**src/rtl/dual_irq_pkg.sv**
```systemverilog
package dual_irq_pkg;
  localparam int unsigned NCH   = 2;
  localparam int unsigned SEL_W = 3;

  // threshold in events for one select code
  function automatic int unsigned thr_of(input logic [SEL_W-1:0] code,
                                         input int unsigned step);
    return int'(code) * step;
  endfunction
endpackage

```
**src/rtl/irq_evt_counter.sv**
```systemverilog
module irq_evt_counter #(
  parameter int unsigned STEP = 2
) (
  input  logic                          clk,
  input  logic                          rst_n,
  input  logic                          evt_i,
  input  logic [dual_irq_pkg::SEL_W-1:0] sel_i,
  output logic                          hit_o
);
  localparam int unsigned MAX_THR = ((1 << dual_irq_pkg::SEL_W) - 1) * STEP;
  localparam int unsigned CNT_W   = $clog2(MAX_THR + 1);

  logic [CNT_W-1:0] cnt_q, cnt_d;
  logic [CNT_W:0]   cnt_inc, thr;
  logic             idle, cnt_en;

  always_comb begin
    thr     = (CNT_W+1)'(dual_irq_pkg::thr_of(sel_i, STEP));
    idle    = (sel_i == '0);
    cnt_inc = {1'b0, cnt_q} + 1'b1;
    hit_o   = evt_i && !idle && (cnt_inc >= thr);
    cnt_en  = idle || evt_i;
    if (idle)       cnt_d = '0;
    else if (hit_o) cnt_d = '0;
    else            cnt_d = cnt_inc[CNT_W-1:0];
  end

  always_ff @(posedge clk or negedge rst_n) begin
    if (!rst_n)      cnt_q <= '0;
    else if (cnt_en) cnt_q <= cnt_d;
  end

  // a prohibited code parks the counter at zero
  a_r8_idle_parks: assert property (@(posedge clk) disable iff (!rst_n)
    idle |=> (cnt_q == '0));
  // an event below the threshold advances the count by one
  a_r6_count_advance: assert property (@(posedge clk) disable iff (!rst_n)
    (evt_i && !idle && !hit_o) |=> (cnt_q == CNT_W'($past(cnt_q) + 1'b1)));
endmodule

```
**src/rtl/irq_chan_latch.sv**
```systemverilog
module irq_chan_latch (
  input  logic clk,
  input  logic rst_n,
  input  logic hit_i,
  input  logic take_i,
  input  logic ret_i,
  input  logic en_bit_i,
  output logic elig_o
);
  logic req_q, req_d, arm_q, arm_d;

  always_comb begin
    if (hit_i)       req_d = 1'b1;
    else if (take_i) req_d = 1'b0;
    else             req_d = req_q;

    if (take_i)                 arm_d = 1'b0;
    else if (ret_i && en_bit_i) arm_d = 1'b1;
    else                        arm_d = arm_q;

    elig_o = req_q && arm_q && en_bit_i;
  end

  always_ff @(posedge clk or negedge rst_n) begin
    if (!rst_n) begin
      req_q <= 1'b0;
      arm_q <= 1'b1;
    end else begin
      req_q <= req_d;
      arm_q <= arm_d;
    end
  end

  a_r2_hit_latches: assert property (@(posedge clk) disable iff (!rst_n)
    hit_i |=> req_q);
  a_r4_take_disarms: assert property (@(posedge clk) disable iff (!rst_n)
    take_i |=> !arm_q);
  a_r7_rearm: assert property (@(posedge clk) disable iff (!rst_n)
    (ret_i && en_bit_i && !take_i) |=> arm_q);
  a_r7_no_rearm: assert property (@(posedge clk) disable iff (!rst_n)
    (ret_i && !en_bit_i && !arm_q) |=> !arm_q);
endmodule

```
**src/rtl/irq_grant.sv**
```systemverilog
module irq_grant #(
  parameter int unsigned NCH = 2
) (
  input  logic [NCH-1:0] elig_i,
  output logic [NCH-1:0] grant_o,
  output logic           any_o
);
  always_comb begin
    grant_o = '0;
    for (int i = NCH - 1; i >= 0; i--) begin
      if (elig_i[i]) grant_o = NCH'(1) << i;
    end
    any_o = |elig_i;
  end

  // lowest-numbered eligible channel wins
  always_comb begin
    if (elig_i[0]) a_r5_first_wins: assert (grant_o[0] || (elig_i === 'x));
  end
endmodule

```
**src/rtl/dual_irq_ctrl.sv**
```systemverilog
module dual_irq_ctrl #(
  parameter int unsigned STEP   = 2,
  parameter int unsigned ADDR_W = 12,
  parameter logic [ADDR_W-1:0] ENTRY1 = 12'h010,
  parameter logic [ADDR_W-1:0] ENTRY2 = 12'h020
) (
  input  logic              clk,
  input  logic              rst_n,
  input  logic [1:0]        evt_i,
  input  logic [5:0]        sel_i,
  input  logic              en_wr_i,
  input  logic [1:0]        en_wdata_i,
  input  logic              ack_i,
  input  logic              ret_i,
  output logic              irq_o,
  output logic              push_o,
  output logic [ADDR_W-1:0] vector_o
);
  import dual_irq_pkg::*;

  localparam logic [NCH-1:0][ADDR_W-1:0] ENTRY_TAB = {ENTRY2, ENTRY1};

  // reset: asserted asynchronously, released on a clock edge
  logic [1:0] rst_sync_q;
  logic       rst_n_s;
  always_ff @(posedge clk or negedge rst_n) begin
    if (!rst_n) rst_sync_q <= 2'b00;
    else        rst_sync_q <= {rst_sync_q[0], 1'b1};
  end
  assign rst_n_s = rst_sync_q[1];

  logic [NCH-1:0]    hit, elig, grant, take, en_bit_q, en_bit_d;
  logic              any_elig, ack_take, push_q;
  logic [ADDR_W-1:0] vec_q, vec_d;

  for (genvar ch = 0; ch < NCH; ch++) begin : g_chan
    irq_evt_counter #(.STEP(STEP)) u_cnt (
      .clk   (clk),
      .rst_n (rst_n_s),
      .evt_i (evt_i[ch]),
      .sel_i (sel_i[ch*SEL_W +: SEL_W]),
      .hit_o (hit[ch])
    );
    irq_chan_latch u_latch (
      .clk      (clk),
      .rst_n    (rst_n_s),
      .hit_i    (hit[ch]),
      .take_i   (take[ch]),
      .ret_i    (ret_i),
      .en_bit_i (en_bit_q[ch]),
      .elig_o   (elig[ch])
    );
  end

  irq_grant #(.NCH(NCH)) u_grant (
    .elig_i  (elig),
    .grant_o (grant),
    .any_o   (any_elig)
  );

  always_comb begin
    irq_o    = any_elig;
    ack_take = ack_i && any_elig;
    take     = ack_take ? grant : '0;
    if (ack_take)     en_bit_d = '0;
    else if (en_wr_i) en_bit_d = en_wdata_i;
    else              en_bit_d = en_bit_q;
    vec_d = '0;
    for (int i = 0; i < NCH; i++) begin
      if (grant[i]) vec_d = ENTRY_TAB[i];
    end
  end

  always_ff @(posedge clk or negedge rst_n_s) begin
    if (!rst_n_s) begin
      en_bit_q <= '0;
      push_q   <= 1'b0;
      vec_q    <= '0;
    end else begin
      en_bit_q <= en_bit_d;
      push_q   <= ack_take;
      if (ack_take) vec_q <= vec_d;
    end
  end

  assign push_o   = push_q;
  assign vector_o = vec_q;

  a_r4_push_single: assert property (@(posedge clk) disable iff (!rst_n_s)
    push_o |=> !push_o);
  a_r4_bits_cleared: assert property (@(posedge clk) disable iff (!rst_n_s)
    (ack_i && irq_o) |=> (en_bit_q == '0));
  a_r9_stray_ack: assert property (@(posedge clk) disable iff (!rst_n_s)
    (ack_i && !irq_o) |=> !push_o);
  a_r3_irq_needs_bit: assert property (@(posedge clk) disable iff (!rst_n_s)
    irq_o |-> (en_bit_q != '0));
endmodule

```
**config.mk**
```make
export PLATFORM = sky130hd
export DESIGN_NAME = dual_irq_ctrl
export DESIGN_NICKNAME = d
export VERILOG_FILES = /design/src/rtl/dual_irq_pkg.sv /design/src/rtl/irq_evt_counter.sv /design/src/rtl/irq_chan_latch.sv /design/src/rtl/irq_grant.sv /design/src/rtl/dual_irq_ctrl.sv
export SDC_FILE = /design/constraint.sdc
export NUM_CORES = 1
export LEC_CHECK = 0
export CAP_MARGIN = 25
export CORE_ASPECT_RATIO = 1.2
export CORE_MARGIN = 5
export CORE_UTILIZATION = 50
export DETAILED_ROUTE_END_ITERATION = 10
export DONT_BUFFER_PORTS = 1
export HOLD_SLACK_MARGIN = 0.15
export PLACE_DENSITY = 0.76
export SLEW_MARGIN = 20
export SYNTH_ARGS = -nofsm -noshare
export SYNTH_HDL_FRONTEND = slang
export SYNTH_SLANG_ARGS = --single-unit
```
**constraint.sdc**
```tcl
create_clock -name clk -period 1.01 [get_ports clk]
set_input_delay 0.101 -clock clk [delete_from_list [all_inputs] [get_ports clk]]
set_output_delay 0.101 -clock clk [all_outputs]
set_load 0.005 [all_outputs]
```
==> metrics.yaml <==
status: "finished, violations left"
violations: "setup timing"
grt_use_total_pct: 18.54
cp-start-kind: "flip-flop"
synth.cell_area_mm2: 0.001075
fin_area_mm2: 0.001555
p_int_uw: 2292
synth_area_per_cell_um2: 9.683
required_ps: 1210
synth.distinct_cells: 31
p_per_area_mw_per_mm2: 2351
pin_count: 29
die_w_um: 52.33
drive_gt1_share_pct: 40.27
antenna_found_initial: 0
hp-class: "in -> reg"
rows: 18
clock-sinks: 19
reg2regPathDepth: 7
drtAntennaViolNets: 0
rsz0062_at_grt: "true"
synth_flop_cell: "dfrtp_1"
reg2reg_from: "g_chan[0].u_cnt.cnt_q[1]"
final-max-slew-violation-count: 0
routed_wl_mm: 2.788
cts_root_buf: "clkbuf_4"
pwr-share-seq_pct: 36.6
p_comb_share_pct: 52.8
p_sw_share_pct: 37.29
cts_buffer_depth: 2
placed_area_mm2: 0.001211
fin_crit_sh_pct: 185.9
clk_latency_ps: 300
path_clk_slew_ps: 100
cts_tree: "yes"
drt_first_iter_violations: 16
r2r_end: "g_chan[0].u_cnt.cnt_q[0]"
hpwl_mm: 1.767
period_needed_ps: 1878
cp_slowest_cell: "dfrtp_1"
numCtsBuffers: 3
ctsHoldBuffers: 10
p_clk_share_pct: 10.6
start_util_pct: 52.44
setup_viol: 18
worstPathCellList: "nand3_1, xnor2_1, ha_1, o21ai_1, a31oi_1, and4b_1, mux2_2"
dieArea_mm2: 0.003181
syn_inst: 111
numPortBuffers: 0
min_path_cells: 2
hp-start: "sel_i[0]"
n_antenna_cell: 0
synth_edf_count: 0
viasPerCell: 5.268
drtPass1Iterations: 4
worst_slack_ps: -868.0
grt_pass1_wl_mm: 4.298
grt_pass1_vias: 1002
wl_per_cell_um: 15.58
ir_worst_vdd_uv: 1508
overflow: 0
switching_power_uw: 1363
place_congestion: 0.8604
max_freq_ghz: 0.5325
r2r_setup_slack_ps: -870
hold_path_end: "g_chan[0].u_cnt.cnt_q[2]"
drc: 0
path_class: "reg -> reg"
finalHoldViolCount: 0
place_ws_ps: -868.2
worstPathArrival_ps: 2080
syn_to_final_growth_pct: 44.70
grt_start_max_net_pins: 11
core_area_mm2: 0.002049
ys_ff_latch: 19
p_leak_uw: 0.0007460
cp_max_fo: 3
num-nets-final: 173
max-cap-violations: 0
die_height_um: 60.79
cts_max_level: 1
synthArstFlopShare_pct: 100.0
cp-end-kind: "flip-flop"
vias: 943
yosys_warnings: 0
ys_seq_area_share_pct: 44.47
slowest_delay_ps: 420
finalClockSkew_ps: 2.545
-- final cells by class --
| type | count | area, um^2 |
|---|---|---|
| clock buffer | 4 | 26.28 |
| inverter | 11 | 41.29 |
| timing repair buffer | 36 | 312.8 |
| tap | 30 | 37.54 |
| multi-input combinational | 79 | 656.9 |
| fill | 143 | 494.2 |
| sequential | 19 | 480.5 |
-- per-stage QoR --
| step | hold slack, ps | utilization, % | instances | power, uW | TNS, ps |
|---|---|---|---|---|---|
| 5_1_grt | 80.25 | 75.89 | 179 | 3941 | -9512 |
| 4_1_cts | 74.31 | 72.83 | 178 | 3511 | -8123 |
| 3_3_place_gp | -194.5 | 59.10 | 155 | 2476 | -6902 |
| 6_report | 94.95 | 75.89 | 179 | 3656 | -8197 |
| 3_5_place_dp | -194.5 | 59.10 | 155 | 2568 | -7548 |
| 2_1_floorplan | -194.6 | - | 120 | 2168 | -6427 |
-- cells in the mapped netlist (all sizes together) (3+ instances only) --
cell,instances,area share (%)
o21ai,3,1.4
ha,8,9.3
buf,10,7.0
nor2,5,1.7
a21oi,8,3.7
dfrtp,17,40
nand2,11,3.8
inv,11,3.8
xor2,3,2.4
a31oi,3,1.7
nand4,3,1.7
-- critical path, delay by kind of cell (launching register included) --
kind            cells  cell delay, ps
xor+xnor            1             170
simple gates        2             390
compound gates      2             230
fa+ha+maj           1             280
mux                 1             270
flops               1             420
-- cells by family after synthesis --
family | Yosys count | share of synthesized area [%]
AO/OA/AOI/OAI | 22 | 13.51
XOR/XNOR | 5 | 4.075
adder cells (fa/ha/maj) | 8 | 9.314
buffers and inverters | 22 | 11.18
flip-flops | 19 | 44.47
multiplexers | 3 | 2.910
other | 2 | 0.6987
AND/OR/NAND/NOR | 30 | 13.85
-- worst max-delay path by stage --
stage                             start                        to  slack [ps]  cells past startpoint
4_1_cts        g_chan[0].u_cnt.cnt_q[1]  g_chan[0].u_cnt.cnt_q[0]        -850                      7
2_1_floorplan  g_chan[0].u_cnt.cnt_q[0]  g_chan[0].u_cnt.cnt_q[0]        -770                      7
3_5_place_dp   g_chan[0].u_cnt.cnt_q[1]  g_chan[0].u_cnt.cnt_q[3]        -870                      7
6_report       g_chan[0].u_cnt.cnt_q[1]  g_chan[0].u_cnt.cnt_q[0]        -870                      7
3_3_place_gp   g_chan[0].u_cnt.cnt_q[1]  g_chan[0].u_cnt.cnt_q[0]        -810                      7
5_1_grt        g_chan[0].u_cnt.cnt_q[1]  g_chan[0].u_cnt.cnt_q[0]        -950                      7
-- power by group through the flow --
stage | Combinational (uW) | Clock, uW | Sequential, uW
floorplan | 887 | 0 | 1280
global placement | 1170 | 0 | 1300
detailed placement | 1240 | 0 | 1320
CTS | 1790 | 407 | 1310
global route | 2120 | 441 | 1380
finish | 1930 | 389 | 1340
-- cells in the final DEF, fill, tap and decap left out, types with 2 or more instances in the layout --
cell type,n
buf_4,22
dfrtp_1,15
conb_1,11
inv_1,10
dlygate4sd3_1,9
nand2_1,6
ha_1,5
a21oi_2,4
a21oi_1,4
buf_6,4
xor2_1,3
nand4_1,3
nand2_2,3
ha_4,3
clkbuf_4,3
a31o_4,2
nor3_1,2
mux2i_1,2
nor2_1,2
a31oi_1,2
nor2_2,2
a22o_2,2
dfstp_2,2
dfrtp_2,2
-- what timing repair did --
item	CTS	global route
setup buffers	9	2
resized for setup	17	15
endpoints found under the setup margin	17	18
pin swaps	7	6
endpoints found under the hold margin	24	2
-- sequential cells by signal, summed over array words and instances (netlist names) --
register / flops
g_chan.u_cnt.cnt_q: 8
g_chan.u_latch.arm_q: 2
vector_o: 2
g_chan.u_latch.req_q: 2
rst_sync_q: 2
push_o: 1
en_bit_q: 2
-- layer usage --
layer | global-route usage [%] | part of all wire (%) | vias to the layer above
li1 | - | - | 442
met1 | 18.54 | 36 | 467
met2 | 36.70 | 58 | 26
met3 | 3.931 | 4.2 | 8
met4 | 6.934 | 2.4 | 0
met5 | 0 | 0 | -
No activity file was read; power rests on OpenSTA's default activity.
